$ cat config.mk
export PLATFORM = sky130hd
export DESIGN_NAME = deletion_spreader
export DESIGN_NICKNAME = d
export VERILOG_FILES = /design/src/rtl/dd_pkg.sv /design/src/rtl/dd_vernier.sv /design/src/rtl/dd_cmp_ctr.sv /design/src/rtl/dd_match.sv /design/src/rtl/deletion_spreader.sv
export SDC_FILE = /design/constraint.sdc
export NUM_CORES = 1
export LEC_CHECK = 0
export BUFFER_PORTS_ARGS = -buffer_cell sky130_fd_sc_hd__buf_2
export CORE_ASPECT_RATIO = 2
export CORE_MARGIN = 2
export CORE_UTILIZATION = 64
export DETAILED_ROUTE_END_ITERATION = 16
export HOLD_SLACK_MARGIN = 0.05
export PLACE_DENSITY = 0.81
export SLEW_MARGIN = 20
export SYNTH_ARGS = -nofsm -noshare
export SYNTH_HDL_FRONTEND = slang
export SYNTH_SLANG_ARGS = --single-unit
$ cat constraint.sdc
create_clock -name clk -period 3.65 [get_ports clk]
set_clock_uncertainty 0.05 [all_clocks]
set_input_delay 0 -clock clk [delete_from_list [all_inputs] [get_ports clk]]
set_output_delay 0 -clock clk [all_outputs]
set_load 0.02 [all_outputs]
$ cat src/rtl/dd_pkg.sv
package dd_pkg;
   typedef enum logic {
      DIR_DOWN = 1'b0,
      DIR_UP   = 1'b1
   } dd_dir_e;

   localparam int unsigned DD_MIN_W = 2;
   localparam int unsigned DD_MAX_W = 32;
endpackage

$ cat src/rtl/dd_vernier.sv
module dd_vernier #(
   parameter int unsigned W = 20
) (
   input  logic         clk,
   input  logic         rst_n,
   input  logic         step_i,
   input  logic         up_i,
   output logic [W-1:0] value_o,
   output logic         carry_o,
   output logic         borrow_o
);
   import dd_pkg::*;

   localparam logic [W-1:0] TOP = {W{1'b1}};
   localparam logic [W-1:0] ONE = {{(W-1){1'b0}}, 1'b1};

   dd_dir_e      dir;
   logic [W-1:0] value_q;
   logic         at_top;
   logic         at_bot;

   assign dir    = dd_dir_e'(up_i);
   assign at_top = (value_q == TOP);
   assign at_bot = (value_q == '0);

   assign carry_o  = step_i && (dir == DIR_UP)   && at_top;
   assign borrow_o = step_i && (dir == DIR_DOWN) && at_bot;
   assign value_o  = value_q;

   always_ff @(posedge clk) begin
      if (!rst_n) begin
         value_q <= '0;
      end else if (step_i) begin
         if (dir == DIR_UP) value_q <= value_q + ONE;
         else               value_q <= value_q - ONE;
      end
   end

   AST_VERN_UP:     assert property (@(posedge clk) disable iff (!rst_n)
      (step_i && up_i) |=> (value_o == $past(value_o) + ONE));
   AST_VERN_DOWN:   assert property (@(posedge clk) disable iff (!rst_n)
      (step_i && !up_i) |=> (value_o == $past(value_o) - ONE));
   AST_CARRY_WRAP:  assert property (@(posedge clk) disable iff (!rst_n)
      carry_o |=> (value_o == '0));
   AST_BORROW_WRAP: assert property (@(posedge clk) disable iff (!rst_n)
      borrow_o |=> (value_o == TOP));
   AST_VERN_HOLD:   assert property (@(posedge clk) disable iff (!rst_n)
      !step_i |=> $stable(value_o));
endmodule

$ cat src/rtl/dd_cmp_ctr.sv
module dd_cmp_ctr #(
   parameter int unsigned W = 20
) (
   input  logic         clk,
   input  logic         rst_n,
   input  logic         adv_i,
   output logic [W-1:0] next_o
);
   localparam logic [W-1:0] ONE = {{(W-1){1'b0}}, 1'b1};

   logic [W-1:0] cnt_q;

   assign next_o = cnt_q + ONE;

   always_ff @(posedge clk) begin
      if (!rst_n)     cnt_q <= '0;
      else if (adv_i) cnt_q <= next_o;
   end

   AST_CMP_STEP: assert property (@(posedge clk) disable iff (!rst_n)
      adv_i |=> (cnt_q == $past(cnt_q) + ONE));
   AST_CMP_HOLD: assert property (@(posedge clk) disable iff (!rst_n)
      !adv_i |=> $stable(cnt_q));
endmodule

$ cat src/rtl/dd_match.sv
module dd_match #(
   parameter int unsigned W             = 20,
   parameter bit          ARITH_ISOLATE = 1'b1
) (
   input  logic         strobe_i,
   input  logic [W-1:0] cmp_next_i,
   input  logic [W-1:0] vern_i,
   output logic         hit_o
);
   logic [W-1:0] low1;
   logic [W-1:0] lane;

   generate
      if (ARITH_ISOLATE) begin : g_arith
         assign low1 = cmp_next_i & (~cmp_next_i + {{(W-1){1'b0}}, 1'b1});
      end else begin : g_scan
         always_comb begin
            logic found;
            found = 1'b0;
            low1  = '0;
            for (int i = 0; i < W; i++) begin
               if (cmp_next_i[i] && !found) begin
                  low1[i] = 1'b1;
                  found   = 1'b1;
               end
            end
         end
      end
   endgenerate

   generate
      for (genvar k = 0; k < W; k++) begin : g_lane
         assign lane[k] = vern_i[k] & low1[W-1-k];
      end
   endgenerate

   assign hit_o = strobe_i & (|lane);
endmodule

$ cat src/rtl/deletion_spreader.sv
module deletion_spreader #(
   parameter int unsigned W             = 20,
   parameter bit          ARITH_ISOLATE = 1'b1
) (
   input  logic clk,
   input  logic rst_n,
   input  logic div_strobe_i,
   input  logic cmd_pulse_i,
   input  logic cmd_up_i,
   output logic delete_o,
   output logic carry_o,
   output logic borrow_o
);
   import dd_pkg::*;

   generate
      if (W < DD_MIN_W || W > DD_MAX_W) begin : g_bad_width
         $error("deletion_spreader: W out of supported range");
      end
   endgenerate

   logic [W-1:0] vern;
   logic [W-1:0] cmp_next;

   dd_vernier #(.W(W)) u_vern (
      .clk      (clk),
      .rst_n    (rst_n),
      .step_i   (cmd_pulse_i),
      .up_i     (cmd_up_i),
      .value_o  (vern),
      .carry_o  (carry_o),
      .borrow_o (borrow_o)
   );

   dd_cmp_ctr #(.W(W)) u_cmp (
      .clk    (clk),
      .rst_n  (rst_n),
      .adv_i  (div_strobe_i),
      .next_o (cmp_next)
   );

   dd_match #(.W(W), .ARITH_ISOLATE(ARITH_ISOLATE)) u_match (
      .strobe_i   (div_strobe_i),
      .cmp_next_i (cmp_next),
      .vern_i     (vern),
      .hit_o      (delete_o)
   );

   AST_DEL_NEEDS_STROBE: assert property (@(posedge clk) disable iff (!rst_n)
      delete_o |-> div_strobe_i);
   AST_ZERO_SILENT:      assert property (@(posedge clk) disable iff (!rst_n)
      (div_strobe_i && cmp_next == '0) |-> !delete_o);
   AST_NO_VERN_NO_DEL:   assert property (@(posedge clk) disable iff (!rst_n)
      (vern == '0) |-> !delete_o);
   AST_WRAP_EXCLUSIVE:   assert property (@(posedge clk) disable iff (!rst_n)
      !(carry_o && borrow_o));
endmodule

Word-level counts from Yosys, hierarchy flattened. Cells that the tools add are included. Widths: inputs -> output; s select.

Logic and storage cells: 38. Bits in registers: 40. Input port bits: 5. Output and inout port bits: 3.

Reductions and logical operators: 6. Mux-type cells: 1. Bitwise logic cells: 24. Eq/ne operators: 1. Add/subtract/negate cells: 4.

Operator list (count): $add 20x1->20 const B (3); $and 1x1->1 (21); $and 20x20->20 (1); $eq 20x20->1 const B (1); $logic_not 20->1 (1); $mux 20 (1); $not 20->20 (1); $reduce_or 20->1 (1); $sub 20x1->20 const B (1); $logic_and 1x1->1 (4); $not 1->1 (1).

Logic depth before layout (Yosys ltp).
Word-level depth: 7. Depth in mapped cells: 10. Mapped depth without buffers: 10.

Modules after synthesis. From an unflattened synthesis, not the netlist that was laid out.

Cells, all modules: 418. Area, all modules: 3434.5 µm².

Modules (own cells, without submodules): dd_vernier (area an instance 1923.1 µm², sequential area each 400.4 µm², cells an instance 233, instances 1); dd_cmp_ctr (area an instance 1258.7 µm², sequential area each 400.4 µm², cells an instance 149, instances 1); dd_match (area an instance 252.7 µm², sequential area each 0.0 µm², cells an instance 36, instances 1).

Least setup slack after synthesis. OpenSTA, ideal clock, no wires.

Path kind: in2reg. Start point: input cmd_up_i. End point: register u_vern.value_q[19], in the netlist u_vern.value_o[19]. Setup time: 0.072 ns. Stages: 10. Path slack: 1.102 ns. Path buffers: 0. Arrival: 2.426 ns. Required time: 3.528 ns. Cell sequence: inv_1 ha_1 a21o_1 a31o_2 a2111oi_4 a21o_1 a21oi_2 a31oi_1 mux2i_1 mux2i_1.

Cells in the longest elaborated chain, start to end: 1.

Ends and longest elaborated chain: from (decl) (line deletion_spreader.sv:9) `input logic cmd_up_i,`; $mux 20 (line dd_vernier.sv:34) `if (dir == DIR_UP) value_q <= value_q + ONE;`; to (signal assigned) (line dd_vernier.sv:34); to (signal assigned) (line dd_vernier.sv:35) `else value_q <= value_q - ONE;`; to (decl) (line dd_vernier.sv:18) `logic [W-1:0] value_q;`.

No other way between the ends. A chain may end at the register's enable or synchronous reset.

Worst setup path after layout.
Start point: register u_cmp.cnt_q[0]. End point: output delete_o.

Cells in the longest elaborated chain, start to end: 7. Elaborated cells between the ends (all ways): 26. Those cells by class: add/sub (2); bitwise (23); reduce/logical (1).

Ends and longest elaborated chain: from (decl) (line dd_cmp_ctr.sv:11) `logic [W-1:0] cnt_q;`; from (signal assigned) (line dd_cmp_ctr.sv:17) `else if (adv_i) cnt_q <= next_o;`; $add 20x1->20 * (line dd_cmp_ctr.sv:13) `assign next_o = cnt_q + ONE;`; $not 20->20 (line dd_match.sv:15) `assign low1 = cmp_next_i & (~cmp_next_i + {{(W-1){1'b0}}, 1'b1});`; $add 20x1->20 (line dd_match.sv:15); $and 20x20->20 * (line dd_match.sv:15); $and 1x1->1 (line dd_match.sv:33) `assign lane[k] = vern_i[k] & low1[W-1-k];`; $reduce_or 20->1 * (line dd_match.sv:37) `assign hit_o = strobe_i & (|lane);`; $and 1x1->1 * (line dd_match.sv:37); to (decl) (line deletion_spreader.sv:10) `output logic delete_o,`.

Every way passes the cells marked *; elsewhere a longest branch is shown, timed or not.

==> flow_summary_export.csv <==
group,metric,value,unit
critical_path,cpPeakStageDelay,0.56,ns
sta,setup_viol,0,
global_routing,grt-busiest-layer,"met2",
sta,worstMarginPinSlew,0.715,ns
cells_and_area,antenna_cells,0,
logic_synthesis,ys.flop_type,"dfxtp_1",
cells_and_area,post-route-util,0.674,
logic_synthesis,synth_top_area_cell,"dfxtp_1",
logic_synthesis,syn_avg_cell_area,8.41,sq um
critical_path,cp.required,3.60,ns
sta,fin_crit_sh,0.820,
clock_tree,cts_setup_buffers,0,
pwr,p_leak,1.49,nW
logic_synthesis,synth_edf_count,0,
die,rows,38,
placement,post-dp-hpwl,5.82,mm
job,maxCapViolCount,0,
cells_and_area,fin_nets,439,
drt,ant_nets,0,
die,die_x,56.8,um
sta,relSlewSlack,0.523,
drt,first_pass_iters,4,
drt,vias,3077,
logic_synthesis,yosys_warnings,0,
sta,setup-tns-final,0,ns
global_routing,grt_util_met2,0.503,
logic_synthesis,synth_area,3570,sq um
sta,layout_min_cycle_time,2.99,ns
pwr,vdd_drop_max,0.000305,V
sta,fmax,0.334,GHz
global_routing,grt_use_total,0.269,
sta,finalHoldViolCount,0,
clock_tree,root_buffer,"clkbuf_8",
clock_tree,clkLatencyLatePin,0.30,ns
critical_path,startpoint_type,"flip-flop",
global_routing,grt_max_degree,48,
global_routing,grt_overflow,0,
clock_tree,hold_buffers,0,
clock_tree,cts.clk_slew.worst_paths,0.08,ns
placement,place.gp.congestion,0.886,
logic_synthesis,yosysMostFrequentCell,"dfxtp_1",
sta,holdWs,0.105,ns
clock_tree,cts_tree,"built",
die,initial_utilization,0.658,
global_routing,antenna_found_initial,0,
critical_path,crit_type,"reg2out",
sta,fin_ws,0.658,ns
run_status,outcome,"finished clean",
critical_path,path_cells,"ha_1 > nand2_1 > or3_1 > nor3_1 > a2bb2oi_1 > o221ai_1 > nand4_1 > o211a_1 > o2bb2ai_2 > buf_2",
logic_synthesis,synthArstFlopShare,0,
logic_synthesis,synth_nets,451,
die,fp.dieH,110,um
cells_and_area,nFillCells,490,
cells_and_area,final_layout_size_suffix_gt1_frac,0.0920,
global_routing,grt_pass1_vias,3056,
drt,route.detailed.drc,0,
drt,routedWlPerCell,16.5,um
worst_hold_path,hp-class,"in2reg",
cells_and_area,final_cells,473,
cells_and_area,syn_to_final_growth,2.35,%
global_routing,grt_first_pass_wirelength,13.4,mm
drt,routed_wl,7.80,mm
pwr,powerDensity,356,nW/um^2
placement,place_inst,465,
critical_path,crit_path_top_delay_cell,"or3_1",
cells_and_area,design_area,3650,sq um
placement,dp_slack,0.879,ns
global_routing,use_met1,0.268,
critical_path,cp-end-kind,"primary output",
die,dieArea,6220,sq um
logic_synthesis,syn_inst,424,
clock_tree,htree_levels,2,
logic_synthesis,synth.area.top_cells,"dfxtp_1, xnor2_1, ha_1",
logic_synthesis,ys_seq_area_frac,0.224,
drt,vias_per_cell,6.51,
logic_synthesis,synth.distinct_cells,75,
logic_synthesis,synth_seq_cells,40,
clock_tree,numClockSinks,40,
critical_path,critPathMaxFanout,8,
placement,port_buffers,7,
die,ios,8,
placement,place_area,3540,sq um
logic_synthesis,synth_top_area_share,0.224,
die,fp.coreArea,5420,sq um
global_routing,grt_use_met3,0.0471,
drt,drtIter0Drc,85,
clock_tree,cts_buffer_depth,2,
clock_tree,cts_buffers,5,
critical_path,arrival,2.94,ns
sta,rsz0062_at_grt,"no",
sta,slew_viol_final,0,
logic_synthesis,synthTopCellsByCount,"dfxtp_1, xnor2_1, nand2_1, and2_1, ha_1",
pwr,total_power,1.30,mW
clock_tree,cts_resized,0,
## flip-flops by register name, summed over array words and instances (netlist names)
register and cells:
u_cmp.cnt_q 20, u_vern.value_o 20
## report_power, final
part	leakage [nW]	switching [mW]	internal (mW)
Sequential	0.327	0.0572	0.473
Clock	0.0552	0.162	0.203
Combinational	1.11	0.217	0.189
Total	1.49	0.436	0.865
## critical path, delay by kind of cell, from the launching register on
kind	cells	cell delay [ns]
and+or+nand+nor	4	1.08
AOI/OAI and AO/OA	4	0.57
DFF	1	0.51
adders and majority gates	1	0.30
buffers and inverters	1	0.17
## layout by cell type, fill, tap and decap left out, drive strengths merged, types with 3 or more instances in the layout
cell type and instances:
a211oi 3, a21boi 4, a21o 13, a21oi 17, a31oi 6, and2 22, and3 14, buf 9
clkbuf 6, dfxtp 40, ha 21, inv 12, mux2i 10, nand2 30, nand2b 6, nand3 19
nand3b 6, nand4 18, nor2 8, nor2b 11, nor3 6, nor3b 5, nor4 8, nor4b 3
o211a 7, o21a 3, o21ai 20, o21bai 4, or3 4, xnor2 36, xor2 8
## final cells by class
class                           count  area (sq um)  area share
Timing Repair Buffer                9          50.0      0.0137
Tap cell                           60          75.1      0.0206
Sequential cell                    40           801       0.219
Clock buffer                        6          72.6      0.0199
Inverter                           12          45.0      0.0123
Multi-Input combinational cell    344          2570       0.705
Clock inverter                      2          35.0     0.00960
## kinds of logic after synthesis
logic type	after synthesis	synth area share
flip-flops	40	0.224
buffers and inverters	40	0.0544
AND/OR/NAND/NOR	168	0.290
AO/OA/AOI/OAI	100	0.214
XOR/XNOR	44	0.110
multiplexers	10	0.0281
adder cells (fa/ha/maj)	22	0.0793
## worst paths after layout
check	from	endpoint	slack [ns]	cells past startpoint
max reg2reg	u_vern.value_o[1]	u_vern.value_o[16]	0.87	9
max	u_cmp.cnt_q[0]	delete_o	0.66	10
min	cmd_up_i	u_vern.value_o[19]	0.11	4
min reg2reg	u_vern.value_o[19]	u_vern.value_o[19]	0.45	2
## metal layers
metal | wire length [um] | vias to the layer above
met5 | 0 | -
met4 | 394 | 0
met3 | 235 | 28
met2 | 4130 | 55
met1 | 3040 | 1465
li1 | - | 1529
Note: power is estimated with default switching activity, not from simulation.
